File: config.mk
export PLATFORM = sky130hd
export DESIGN_NAME = flag_alu
export DESIGN_NICKNAME = d
export VERILOG_FILES = /design/src/rtl/flag_alu_pkg.sv /design/src/rtl/flag_alu_core.sv /design/src/rtl/flag_alu_cond.sv /design/src/rtl/flag_alu.sv
export SDC_FILE = /design/constraint.sdc
export NUM_CORES = 1
export LEC_CHECK = 0
export ABC_AREA = 1
export BUFFER_PORTS_ARGS = -buffer_cell sky130_fd_sc_hd__buf_2
export CAP_MARGIN = 10
export CORE_ASPECT_RATIO = 1.4
export CORE_UTILIZATION = 50
export DETAILED_ROUTE_END_ITERATION = 6
export GPL_TIMING_DRIVEN = 1
export PLACE_DENSITY = 0.85
export SYNTH_ARGS = -nofsm -noshare
export SYNTH_HDL_FRONTEND = slang
export SYNTH_SLANG_ARGS = --single-unit
File: constraint.sdc
create_clock -name clk -period 1 [get_ports clk]
set_clock_uncertainty 0.2 [all_clocks]
set_input_delay 0.05 -clock clk [delete_from_list [all_inputs] [get_ports clk]]
set_output_delay 0.05 -clock clk [all_outputs]
set_load 0.01 [all_outputs]
File: src/rtl/flag_alu_pkg.sv
package flag_alu_pkg;

   localparam int STATUS_W = 8;
   localparam int FLAG_N   = 6;

   localparam int FB_C  = 0;
   localparam int FB_Z  = 1;
   localparam int FB_N  = 2;
   localparam int FB_V  = 3;
   localparam int FB_S  = 4;
   localparam int FB_H  = 5;
   localparam int FB_IE = 7;

   typedef enum logic [3:0] {
      OP_ADD = 4'd0,
      OP_SUB = 4'd1,
      OP_CMP = 4'd2,
      OP_AND = 4'd3,
      OP_OR  = 4'd4,
      OP_INC = 4'd5,
      OP_DEC = 4'd6,
      OP_CLR = 4'd7,
      OP_NEG = 4'd8
   } alu_op_e;

   typedef enum logic [2:0] {
      BR_ZS  = 3'd0,
      BR_ZC  = 3'd1,
      BR_LO  = 3'd2,
      BR_SH  = 3'd3,
      BR_LT  = 3'd4,
      BR_GE  = 3'd5,
      BR_MI  = 3'd6,
      BR_VS  = 3'd7
   } br_cond_e;

endpackage

File: src/rtl/flag_alu_core.sv
module flag_alu_core
   import flag_alu_pkg::*;
#(
   parameter int DATA_W   = 8,
   parameter int HALF_POS = 4
) (
   input  logic [3:0]        op,
   input  logic [DATA_W-1:0] a,
   input  logic [DATA_W-1:0] b,
   output logic [DATA_W-1:0] res,
   output logic              wr_res,
   output logic [FLAG_N-1:0] flag_nxt,
   output logic [FLAG_N-1:0] flag_upd
);

   localparam int MSB = DATA_W - 1;
   localparam logic [DATA_W-1:0] MIN_NEG = {1'b1, {(DATA_W-1){1'b0}}};

   logic [DATA_W-1:0] sub_x, sub_y;
   logic [DATA_W:0]   add_w, sub_w;
   logic [HALF_POS:0] add_lo, sub_lo;
   logic              is_neg;

   // shared adder and subtractor; negate reuses the subtractor as 0 - a
   assign is_neg = (op == OP_NEG);
   assign sub_x  = is_neg ? '0 : a;
   assign sub_y  = is_neg ? a  : b;
   assign add_w  = {1'b0, a} + {1'b0, b};
   assign sub_w  = {1'b0, sub_x} - {1'b0, sub_y};
   assign add_lo = {1'b0, a[HALF_POS-1:0]} + {1'b0, b[HALF_POS-1:0]};
   assign sub_lo = {1'b0, sub_x[HALF_POS-1:0]} - {1'b0, sub_y[HALF_POS-1:0]};

   logic c_v, h_v, v_v, n_v, z_v;

   always_comb begin
      res      = '0;
      wr_res   = 1'b0;
      c_v      = 1'b0;
      h_v      = 1'b0;
      v_v      = 1'b0;
      flag_upd = '0;
      unique case (op)
         OP_ADD: begin
            res    = add_w[MSB:0];
            wr_res = 1'b1;
            c_v    = add_w[DATA_W];
            h_v    = add_lo[HALF_POS];
            v_v    = (a[MSB] == b[MSB]) && (add_w[MSB] != a[MSB]);
            flag_upd = '1;
         end
         OP_SUB, OP_CMP, OP_NEG: begin
            res    = sub_w[MSB:0];
            wr_res = (op != OP_CMP);
            c_v    = sub_w[DATA_W];
            h_v    = sub_lo[HALF_POS];
            v_v    = (sub_x[MSB] != sub_y[MSB]) && (sub_w[MSB] != sub_x[MSB]);
            flag_upd = '1;
         end
         OP_AND, OP_OR: begin
            res    = (op == OP_AND) ? (a & b) : (a | b);
            wr_res = 1'b1;
            flag_upd[FB_Z] = 1'b1;
            flag_upd[FB_N] = 1'b1;
            flag_upd[FB_V] = 1'b1;
            flag_upd[FB_S] = 1'b1;
         end
         OP_INC, OP_DEC: begin
            res    = (op == OP_INC) ? (a + 1'b1) : (a - 1'b1);
            wr_res = 1'b1;
            v_v    = (op == OP_INC) ? (a == (MIN_NEG - 1'b1)) : (a == MIN_NEG);
            flag_upd[FB_Z] = 1'b1;
            flag_upd[FB_N] = 1'b1;
            flag_upd[FB_V] = 1'b1;
            flag_upd[FB_S] = 1'b1;
         end
         OP_CLR: begin
            res    = '0;
            wr_res = 1'b1;
            flag_upd[FB_Z] = 1'b1;
            flag_upd[FB_N] = 1'b1;
            flag_upd[FB_V] = 1'b1;
            flag_upd[FB_S] = 1'b1;
         end
         default: begin
            res    = '0;
            wr_res = 1'b0;
         end
      endcase
   end

   assign n_v = res[MSB];
   assign z_v = (res == '0);

   always_comb begin
      flag_nxt       = '0;
      flag_nxt[FB_C] = c_v;
      flag_nxt[FB_Z] = z_v;
      flag_nxt[FB_N] = n_v;
      flag_nxt[FB_V] = v_v;
      flag_nxt[FB_S] = n_v ^ v_v;
      flag_nxt[FB_H] = h_v;
   end

endmodule

File: src/rtl/flag_alu_cond.sv
module flag_alu_cond
   import flag_alu_pkg::*;
(
   input  logic [STATUS_W-1:0] st,
   input  logic [2:0]          sel,
   output logic                taken
);

   always_comb begin
      unique case (br_cond_e'(sel))
         BR_ZS:   taken =  st[FB_Z];
         BR_ZC:   taken = !st[FB_Z];
         BR_LO:   taken =  st[FB_C];
         BR_SH:   taken = !st[FB_C];
         BR_LT:   taken =  st[FB_S];
         BR_GE:   taken = !st[FB_S];
         BR_MI:   taken =  st[FB_N];
         BR_VS:   taken =  st[FB_V];
         default: taken = 1'b0;
      endcase
   end

endmodule

File: src/rtl/flag_alu.sv
module flag_alu
   import flag_alu_pkg::*;
#(
   parameter int   DATA_W   = 8,
   parameter int   HALF_POS = 4,
   parameter logic IE_RESET = 1'b0
) (
   input  logic                clk,
   input  logic                rst_n,
   input  logic                op_valid,
   input  logic [3:0]          opcode,
   input  logic [DATA_W-1:0]   opnd_a,
   input  logic [DATA_W-1:0]   opnd_b,
   input  logic [2:0]          br_sel,
   output logic [DATA_W-1:0]   result,
   output logic [STATUS_W-1:0] status,
   output logic                branch_taken
);

   generate
      if (DATA_W < 2) begin : g_bad_width
         $error("flag_alu: DATA_W must be at least 2");
      end
      if (HALF_POS < 1 || HALF_POS >= DATA_W) begin : g_bad_half
         $error("flag_alu: HALF_POS must lie inside the data word");
      end
   endgenerate

   logic [DATA_W-1:0] res_c;
   logic              wr_c;
   logic [FLAG_N-1:0] nxt_c, upd_c;
   logic [FLAG_N-1:0] flag_q;
   logic              ie_q;

   flag_alu_core #(
      .DATA_W   (DATA_W),
      .HALF_POS (HALF_POS)
   ) u_core (
      .op       (opcode),
      .a        (opnd_a),
      .b        (opnd_b),
      .res      (res_c),
      .wr_res   (wr_c),
      .flag_nxt (nxt_c),
      .flag_upd (upd_c)
   );

   always_ff @(posedge clk or negedge rst_n) begin
      if (!rst_n) begin
         result <= '0;
      end else if (op_valid && wr_c) begin
         result <= res_c;
      end
   end

   // each flag register loads only when the operation defines it
   generate
      for (genvar gi = 0; gi < FLAG_N; gi++) begin : g_flag
         always_ff @(posedge clk or negedge rst_n) begin
            if (!rst_n) begin
               flag_q[gi] <= 1'b0;
            end else if (op_valid && upd_c[gi]) begin
               flag_q[gi] <= nxt_c[gi];
            end
         end
      end
   endgenerate

   always_ff @(posedge clk or negedge rst_n) begin
      if (!rst_n) begin
         ie_q <= IE_RESET;
      end else begin
         ie_q <= ie_q;
      end
   end

   assign status = {ie_q, 1'b0, flag_q};

   flag_alu_cond u_cond (
      .st    (status),
      .sel   (br_sel),
      .taken (branch_taken)
   );

endmodule

=== Word-level counts from Yosys, hierarchy flattened ===
Index checks and enable logic that the tools add are counted.

* Input bits: 26
* Memory bits (writable): 0
* Output and inout port bits: 17
* Bits in latches: 0
* Register bits after elaboration: 14
* Memories kept: 0
* Logic and storage cells: 71
* Bits in read-only memories: 0

* Reductions and logical operators: 20
* Mux-type cells: 13
* Divide/modulo/power cells: 0
* $mul: 0
* Magnitude comparators: 0
* Shift-type cells: 0
* Bitwise operators: 3
* Equal/unequal tests: 22
* Add/sub/neg operators: 6

{| class="wikitable"
|+ Operator list
! kind !! number
|-
| $mux W8 || 4
|-
| $pmux W8 S4 || 1
|-
| $eq A4 B3 Y1 const B || 4
|-
| $eq A3 B3 Y1 const B || 4
|-
| $add A8 B8 Y9 || 1
|-
| $reduce_or A9 Y1 || 1
|-
| $sub A8 B8 Y9 || 1
|-
| $add A8 B1 Y8 const B || 1
|-
| $and A8 B8 Y8 || 1
|-
| $eq A4 B2 Y1 const B || 2
|-
| $eq A8 B7 Y1 const B || 1
|-
| $eq A8 B8 Y1 const B || 1
|-
| $logic_and A1 B1 Y1 || 8
|-
| $logic_not A8 Y1 || 1
|-
| $or A8 B8 Y8 || 1
|-
| $pmux W1 S8 || 1
|-
| $sub A8 B1 Y8 const B || 1
|-
| $eq A3 B2 Y1 const B || 2
|-
| $pmux W1 S2 || 3
|-
| $reduce_or A6 Y1 || 1
|-
| $add A4 B4 Y5 || 1
|-
| $sub A4 B4 Y5 || 1
|-
| $eq A4 B1 Y1 const B || 1
|-
| $eq A4 B4 Y1 const B || 1
|-
| other kinds (14) || 20
|}

=== Depth between registers and ports, before layout ===
Gate-level depths: netlist of run 1.

* Depth in word-level cells: 7
* Gate-level depth with buffers: 18

=== Cells and area by module ===
Synthesis of run 1 repeated with hierarchy kept, for this count alone.

* Cell total of the unflattened synthesis: 482
* Area total of the unflattened synthesis: 2741.4 um^2

{| class="wikitable"
|+ Modules (own cells, without submodules)
! module !! instances !! sequential area each (um^2) !! cells each !! area an instance (um^2)
|-
| flag_alu_core || 1 || 0.0 || 393 || 2064.5
|-
| flag_alu || 1 || 350.3 || 69 || 593.1
|-
| flag_alu_cond || 1 || 0.0 || 20 || 83.8
|}

=== Worst setup path after synthesis of run 1 ===
OpenSTA, ideal clock, no wires.

* Path type: input -> register
* Start: input opcode[0]
* End: register flag_q[1], in the netlist status[1]
* Stages: 17
* Required time: 735 ps
* Library setup time: 65 ps
* Arrival: 2111 ps
* Path buffers: 2
* Setup slack: -1376 ps
* Path through: nor2_4 > nand3_2 > buf_6 > clkbuf_1 > o21ai_0 > ha_1 > inv_1 > fa_1 > nand2_1 > nand3b_1 > nand3_1 > nand2_1 > nor2_1 > nand2_1 > nor2_1 > nand4_1 > nand2_1

* Word-level cells in the longest chain between the ends: 5

{| class="wikitable"
|+ Ends and longest elaborated chain
! what !! line !! text
|-
| start: declaration || flag_alu.sv:11 || <nowiki>input logic [3:0] opcode,</nowiki>
|-
| $eq A4 B4 Y1 || flag_alu_core.sv:25, flag_alu_core.sv:42 ||
|-
| $mux W8, on equally long branches || flag_alu_core.sv:26, flag_alu_core.sv:27 ||
|-
| $sub A8 B8 Y9 || flag_alu_core.sv:29 || <nowiki>assign sub_w = {1'b0, sub_x} - {1'b0, sub_y};</nowiki>
|-
| $pmux W8 S4 || flag_alu_core.sv:42 || <nowiki>unique case (op)</nowiki>
|-
| $logic_not A8 Y1 || flag_alu_core.sv:92 || <nowiki>assign z_v = (res == '0);</nowiki>
|-
| end signal: indexed assignment || flag_alu.sv:63 || <nowiki>flag_q[gi] <= nxt_c[gi];</nowiki>
|-
| end: declaration || flag_alu.sv:32 || <nowiki>logic [FLAG_N-1:0] flag_q;</nowiki>
|}

Parallel ways exist; a longest one is shown, timed or not.
A chain may end at the register's enable or synchronous reset.

=== Final worst setup path of run 1 ===
* Start: input opcode[0]
* End: register flag_q[4], in the netlist status[4]

* Word-level cells in the longest chain between the ends: 7

{| class="wikitable"
|+ Ends and longest elaborated chain
! what !! line !! text
|-
| $eq A4 B4 Y1 || flag_alu_core.sv:25, flag_alu_core.sv:42 ||
|-
| $mux W8, on equally long branches || flag_alu_core.sv:26, flag_alu_core.sv:27 ||
|-
| $sub A8 B8 Y9 || flag_alu_core.sv:29 ||
|-
| $ne A1 B1 Y1 || flag_alu_core.sv:56 || <nowiki>v_v = (sub_x[MSB] != sub_y[MSB]) && (sub_w[MSB] != sub_x[MSB]);</nowiki>
|-
| $logic_and A1 B1 Y1 || flag_alu_core.sv:56 ||
|-
| $pmux W1 S3 || flag_alu_core.sv:42 ||
|-
| $xor A1 B1 Y1 || flag_alu_core.sv:100 || <nowiki>flag_nxt[FB_S] = n_v ^ v_v;</nowiki>
|}

Parallel ways exist; a longest one is shown, timed or not.

==> qor.csv, run 1 <==
stage;metric;value;unit
power;Net Switching;1390;µW
global_routing;Tot GR Track Use;0.335;
global_routing;vias in the first global route;3474;
final_layout;layout cells sized above 1;0.364;
placement;I/O Buffers;40;
power;Logic pwr share;0.622;
synthesis;Post-synth EDFFs;0;
timing;endpoints failing setup;28;
floorplanning;Die H;86.1;µm
floorplanning;core footprint;0.00484;mm²
critical_path;Max FO, Critical Path;7;
critical_path;Slowest cell on crit path;ha_1;
synthesis;Syn Area/Cell;5.83;µm²
detailed_routing;final WL;9.20;mm
floorplanning;initial core utilization;0.522;
hold_path;hold crit path type;in -> async;
flow_run;Max Cap Viol;0;
power;Flop pwr share;0.217;
timing;Tmin final;2.12;ns
final_layout;Filler cells;329;
floorplanning;IO Pins;43;
timing;Setup Total Neg Slack;-14.12;ns
clocking;clock transition at the registers of the reported paths;0.06;ns
critical_path;Top delay family on crit path;simple AND/OR/NAND/NOR gates;
run_status;failing checks;negative setup slack;
timing;fin worst setup slack;-1.12;ns
critical_path;crit path cell chain;buf_8, nor2_4, nand3_4, buf_6, o21ai_2, ha_1, a21oi_2, nand2_2, nand2_2, nand2_1, nand2_1, nand3_2, nand2_2, nor2_4, nand3_1, nand3_1;
detailed_routing;vias per cell;5.50;
timing;fmax;0.471;GHz
detailed_routing;WL/cell;14.6;µm
detailed_routing;DRT antenna net count;0;
timing;WHS;0.0152;ns
placement;dpl hpwl;6.53;mm
clocking;clk buf depth;2;
final_layout;footprint of the multi-input gates;0.00201;mm²
global_routing;largest net degree at the start of global routing;15;
clocking;CTS Buf Count;3;
detailed_routing;DRT Pass-1 Iters;5;
synthesis;Most used DFF post-synth;dfrtp_1;
power;Clock power frac;0.161;
synthesis;Netlist cell types;28;
placement;RePlAce Congestion;1.00;
detailed_routing;drt drc;0;
synthesis;Syn. warnings;0;
critical_path;Startpoint Class;input port;
clocking;Skew-Pair Late Insertion Delay;0.24;ns
synthesis;synthesized area;0.00253;mm²
run_status;status;complete, but fails checks;
detailed_routing;initial detailed-routing violation count;231;
critical_path;Most Frequent Cell on Critical Path;nand2_2;
floorplanning;Die Span X;62.1;µm
floorplanning;Die Area;0.00535;mm²
timing;count of final hold-check violations;0;
power;P_leak;0.00225;µW
global_routing;first-pass GRT wire length;14.4;mm
detailed_routing;detailed-route via count;3473;
clocking;H-Tree Depth;1;
critical_path;R2R Setup Slk;-0.08;ns
global_routing;initial antenna violation count;0;
critical_path;Critical Path AT;2.05;ns
final_layout;ant diodes;0;
clocking;clock net sink count;14;
clocking;Root Driver;clkbuf_8;
power;Int Pwr;2000;µW
clocking;CTS tree;built;
floorplanning;Std-Cell Rows;30;
final_layout;Register Area;350;µm²
synthesis;register bit count reported by yosys;14;
critical_path;Max stage delay on crit path;0.32;ns
timing;fin. max-slew vios;0;
timing;Final Cycle Share;2.12;
critical_path;Setup crit end kind;register;
synthesis;sequential-to-total area share from yosys stat;0.139;
final_layout;Final Util;0.783;
power;VDD IR max;0.369;mV
synthesis;cell count after synthesis;434;
global_routing;grt ovf;0;
critical_path;Setup CP Type;in -> reg;
power;sw frac;0.411;
timing;RSZ-0062 raised after global routing;true;
power;Pwr Density;893;mW/mm²
final_layout;final net count;631;
synthesis;asr flop ratio synth;1.00;
final_layout;P&R area growth vs syn;50.0;%
final_layout;non-filler cells, final;632;
critical_path;Bufs and invs on worst path;2;
critical_path;Required @ worst endpoint;0.92;ns
placement;Inst Count DP;610;
layout by cell type, fill, tap and decap left out, drive strengths merged:
master / instances
nand3: 54
fa: 3
conb: 2
buf: 133
inv: 85
nand4: 6
xor2: 2
nand2: 141
clkbuf: 4
a21oi: 11
ha: 33
a2bb2oi: 1
nor2: 41
dfrtp: 14
dlygate4sd3: 1
nand3b: 3
mux2i: 1
xnor2: 1
a31oi: 1
o21ai: 29
or2: 2
cells by family (layout without fill, tap and decap cells):
family | count (synthesis) | in the layout | share of synthesized area
AO/OA/AOI/OAI | 42 | 42 | 0.0851
XOR/XNOR | 3 | 3 | 0.0104
adder cells (fa/ha/maj) | 36 | 36 | 0.187
buffers and inverters | 90 | 223 | 0.140
flip-flops | 14 | 14 | 0.139
multiplexers | 1 | 1 | 0.00396
other | 1 | 2 | 0.00148
AND/OR/NAND/NOR | 247 | 247 | 0.433
timing repair:
| action | CTS | global route |
|---|---|---|
| gates resized for setup | 58 | 19 |
| buffers inserted | 14 | 6 |
| gates cloned | 1 | 0 |
| pin swaps | 35 | 17 |
| endpoints found under the setup margin | 29 | 29 |
| hold buffers | 1 | 0 |
| endpoints found under the hold margin | 15 | 0 |
synthesized netlist by cell type, types with 3 or more instances:
cell      number  area share
nand3b_1       3      0.0089
inv_2          5      0.0074
nand2_1      136        0.20
inv_1         80        0.12
nand2_2        4      0.0099
nand3_1       50       0.099
nand4_1        6       0.015
nand3_2        4       0.016
dfrtp_1       14        0.14
ha_1          33        0.16
nor2_1        36       0.053
a21oi_1       11       0.022
o21ai_0       29       0.057
fa_1           3       0.024
nor2_4         4       0.018
registers in the layout, indices dropped and copies added, names as in the netlist:
name and flops:
status 6, result 8
area by class of cell:
cell class | instances | share of cell area
multi-input combinational | 331 | 0.531
timing repair buffer | 134 | 0.257
clock buffer | 4 | 0.0145
tap | 64 | 0.0211
sequential | 14 | 0.0924
inverter | 85 | 0.0841
worst paths after layout:
| path | startpoint | endpoint | depth (start not counted) |
|---|---|---|---|
| worst min-delay path | rst_n | result[7] | 2 |
| min in group clk | op_valid | status[0] | 4 |
| max in group asynchronous | rst_n | status[5] | 2 |
| worst max-delay path | opcode[0] | status[4] | 16 |
| worst min register to register | result[6] | result[6] | 2 |
| worst max register to register | status[0] | status[0] | 4 |
per-layer routing:
metal | share of wire | GRT usage | routed length [µm] | up-vias
met2 | 0.51 | 0.657 | 4730 | 208
met3 | 0.068 | 0.0585 | 621 | 97
met1 | 0.33 | 0.301 | 3040 | 1545
met4 | 0.088 | 0.252 | 814 | 0
met5 | 0 | 0 | 0 | -
li1 | - | - | - | 1623
through the flow:
stage	area [µm²]	setup slack (ns)	power [µW]
floorplan	2560	-1.19	1670
global placement	3370	-1.30	2320
detailed placement	3370	-1.34	2410
CTS	3700	-0.959	3190
global route	3790	-1.28	3610
finish	3790	-1.12	3390
power by group through the flow:
stage | sequential (µW) | clock (µW) | combinational (µW)
global placement | 725 | 0 | 1600
detailed placement | 734 | 0 | 1670
floorplan | 785 | 0 | 881
CTS | 728 | 544 | 1920
finish | 735 | 546 | 2110
global route | 746 | 574 | 2290
No activity file was read; power rests on OpenSTA's default activity.
==> inputs of run 2 (changes only) <==
CORE_MARGIN = 2   (was default)
PLACE_DENSITY = 0.79   (was 0.85)
==> run 2 against run 1 <==
  * The flow finishes with violations (design-rule violations, negative setup slack)
  * Design area up 13%
  * Register-to-register slack got worse by 0.04 ns
  * Sequential share of layout area decreased by 1.0 points
  * Die area grew 5.6%
  * Critical path depth down 3
  * Clock power decreased by 17%
  * Cell count is 2.1% higher
  * Total power increased by 13%
  * Combinational power rose by 26%
  * Critical endpoint is now status[1]
  * Largest cell class unchanged
  * Largest power group unchanged
==> qor.csv, run 2 (synthesized netlist as in run 1, its figures left out) <==
stage;metric;value;unit;change
critical_path;Most Frequent Cell on Critical Path;nand2_1;;
final_layout;final net count;645;;+2.2%
final_layout;Filler cells;235;;-29%
final_layout;Register Area;350;µm²;unchanged
critical_path;Max stage delay on crit path;0.41;ns;+0.09 ns
timing;Final Cycle Share;2.25;;+0.131
run_status;status;complete, but fails checks;;
detailed_routing;initial detailed-routing violation count;466;;+100%
detailed_routing;vias per cell;6.18;;+12%
global_routing;grt ovf;0;;unchanged
floorplanning;Die H;88.1;µm;+2.3%
critical_path;Crit path depth;13;;-3
critical_path;Startpoint Class;input port;;
timing;RSZ-0062 raised after global routing;true;;
floorplanning;Die Area;0.00565;mm²;+5.6%
clocking;clock transition at the registers of the reported paths;0.06;ns;about the same
placement;I/O Buffers;40;;unchanged
final_layout;layout cells sized above 1;0.439;;+0.0745
critical_path;R2R Setup Slk;-0.12;ns;-0.04 ns
global_routing;largest net degree at the start of global routing;15;;unchanged
critical_path;Critical Path AT;2.24;ns;+0.19 ns
global_routing;first-pass GRT wire length;15.8;mm;+9.5%
clocking;CTS Buf Count;3;;unchanged
timing;fin worst setup slack;-1.25;ns;-0.131 ns
detailed_routing;detailed-route via count;3985;;+15%
critical_path;Bufs and invs on worst path;2;;unchanged
power;Pwr Density;898;mW/mm²;+0.59%
floorplanning;Std-Cell Rows;30;;unchanged
hold_path;hold crit path type;in -> async;;
critical_path;Top delay family on crit path;simple AND/OR/NAND/NOR gates;;
clocking;H-Tree Depth;1;;unchanged
final_layout;most common cell after layout, fill and taps aside;nand2_1;;
power;P_leak;0.00237;µW;+5.5%
timing;fin. max-slew vios;0;;unchanged
run_status;failing checks;design-rule violations, negative setup slack;;
clocking;clock net sink count;14;;unchanged
timing;WHS;0.0378;ns;+0.0226 ns
floorplanning;IO Pins;43;;unchanged
critical_path;Required @ worst endpoint;0.98;ns;+0.06 ns
placement;RePlAce Congestion;0.946;;-5.5%
detailed_routing;drt drc;19;;+19
timing;endpoints failing setup;25;;-11%
detailed_routing;DRT antenna net count;0;;unchanged
final_layout;footprint of the multi-input gates;0.00237;mm²;+18%
clocking;clk buf depth;2;;unchanged
global_routing;vias in the first global route;3614;;+4.0%
global_routing;Tot GR Track Use;0.351;;+0.0160
critical_path;Setup CP Type;in -> reg;;
global_routing;initial antenna violation count;0;;unchanged
final_layout;commonest cells after routing, fill and taps aside;nand2_1, buf_4, inv_1;;
floorplanning;initial core utilization;0.518;;-0.00402
flow_run;Max Cap Viol;0;;unchanged
timing;fmax;0.444;GHz;-5.8%
clocking;Root Driver;clkbuf_8;;
final_layout;Most flops, register;result;;
detailed_routing;DRT Pass-1 Iters;7;;+2
critical_path;R2R Path End;status[0];;
timing;Tmin final;2.25;ns;+0.131 ns
floorplanning;Die Span X;64.1;µm;+3.2%
critical_path;Slowest cell on crit path;ha_1;;
critical_path;RR Startpoint;status[0];;
timing;Setup Total Neg Slack;-16.40;ns;-2.28 ns
clocking;Skew-Pair Late Insertion Delay;0.24;ns;about the same
final_layout;ant diodes;0;;unchanged
detailed_routing;final WL;12.7;mm;+38%
power;VDD IR max;0.511;mV;+39%
critical_path;crit path cell chain;buf_2, inv_1, ha_1, nand3_1, nand3_1, nand2_1, nand2_1, nand2_1, nand3_1, nand2_4, nor2_4, nand4_1, nand2_1;;
final_layout;max reg flops;8;;unchanged
timing;count of final hold-check violations;0;;unchanged
critical_path;Reg2Reg Depth;4;;unchanged
detailed_routing;WL/cell;19.7;µm;+36%
floorplanning;core footprint;0.00488;mm²;+0.78%
critical_path;Max FO, Critical Path;5;;-2
clocking;CTS tree;built;;
critical_path;Setup crit end kind;register;;
final_layout;P&R area growth vs syn;69.1;%;
placement;dpl hpwl;6.45;mm;-1.3%
## run 2: cell types whose count changed in the layout (fill, tap and decap cells not counted), moves of 8 or more
cell and delta:
buf_6 +9, ha_4 +13, nand2_1 -8, ha_1 -12
## run 2: worst reg2reg max path, stage by stage, from the launching register on
cell	delay, ns
dfrtp_1	0.41
buf_6	0.13
buf_6	0.11
nand2_1	0.09
nand2_1	0.08
## run 2: worst max-delay path by stage
stage                     slack [ns]         to      start
after floorplan                -1.19  status[1]  opcode[0]
after global placement         -1.44  status[1]  opcode[0]
after detailed placement       -1.54  status[4]  opcode[0]
after CTS                      -1.03  status[1]  opcode[1]
after global routing           -1.39  status[1]  opcode[0]
final                          -1.25  status[1]  opnd_a[2]
## run 2: final cells by class
| type | count | share of cell area |
|---|---|---|
| clock buffers | 3 | 0.00965 |
| inverters | 85 | 0.0758 |
| multi-input cells | 333 | 0.554 |
| flip-flops and latches | 14 | 0.0819 |
| well taps | 64 | 0.0187 |
| repair buffers | 146 | 0.260 |
## run 2: what timing repair did
item / in CTS / in global routing
endpoints found under the hold margin: 14 / 0
hold buffers: 1 / 0
cloned: 2 / 0
setup endpoints to repair: 26 / 29
buffers inserted: 15 / 13
pin swaps: 51 / 36
gates resized for setup: 75 / 68
## run 2: report_power, final
group / switching (µW) / total (µW) / internal (µW)
Combinational: 1430 / 2650 / 1220
Sequential: 63.7 / 733 / 669
Clock: 189 / 455 / 266
## run 2: metal layers
metal	wire length, µm	track usage	up-vias
li1	-	-	1658
met1	3910	0.334	1754
met2	5890	0.686	385
met3	1380	0.0527	188
met4	1560	0.230	0
met5	0	0	-
## run 2: metrics by stage
step | utilization | cells | setup slack [ns] | total power [µW] | area, µm²
2_1_floorplan | - | 435 | -1.19 | 1670 | 2560
3_3_place_gp | 0.694 | 612 | -1.44 | 2350 | 3390
3_5_place_dp | 0.694 | 612 | -1.54 | 2420 | 3390
4_1_cts | 0.795 | 633 | -1.03 | 3200 | 3880
5_1_grt | 0.876 | 645 | -1.39 | 4000 | 4280
6_report | 0.876 | 645 | -1.25 | 3840 | 4280
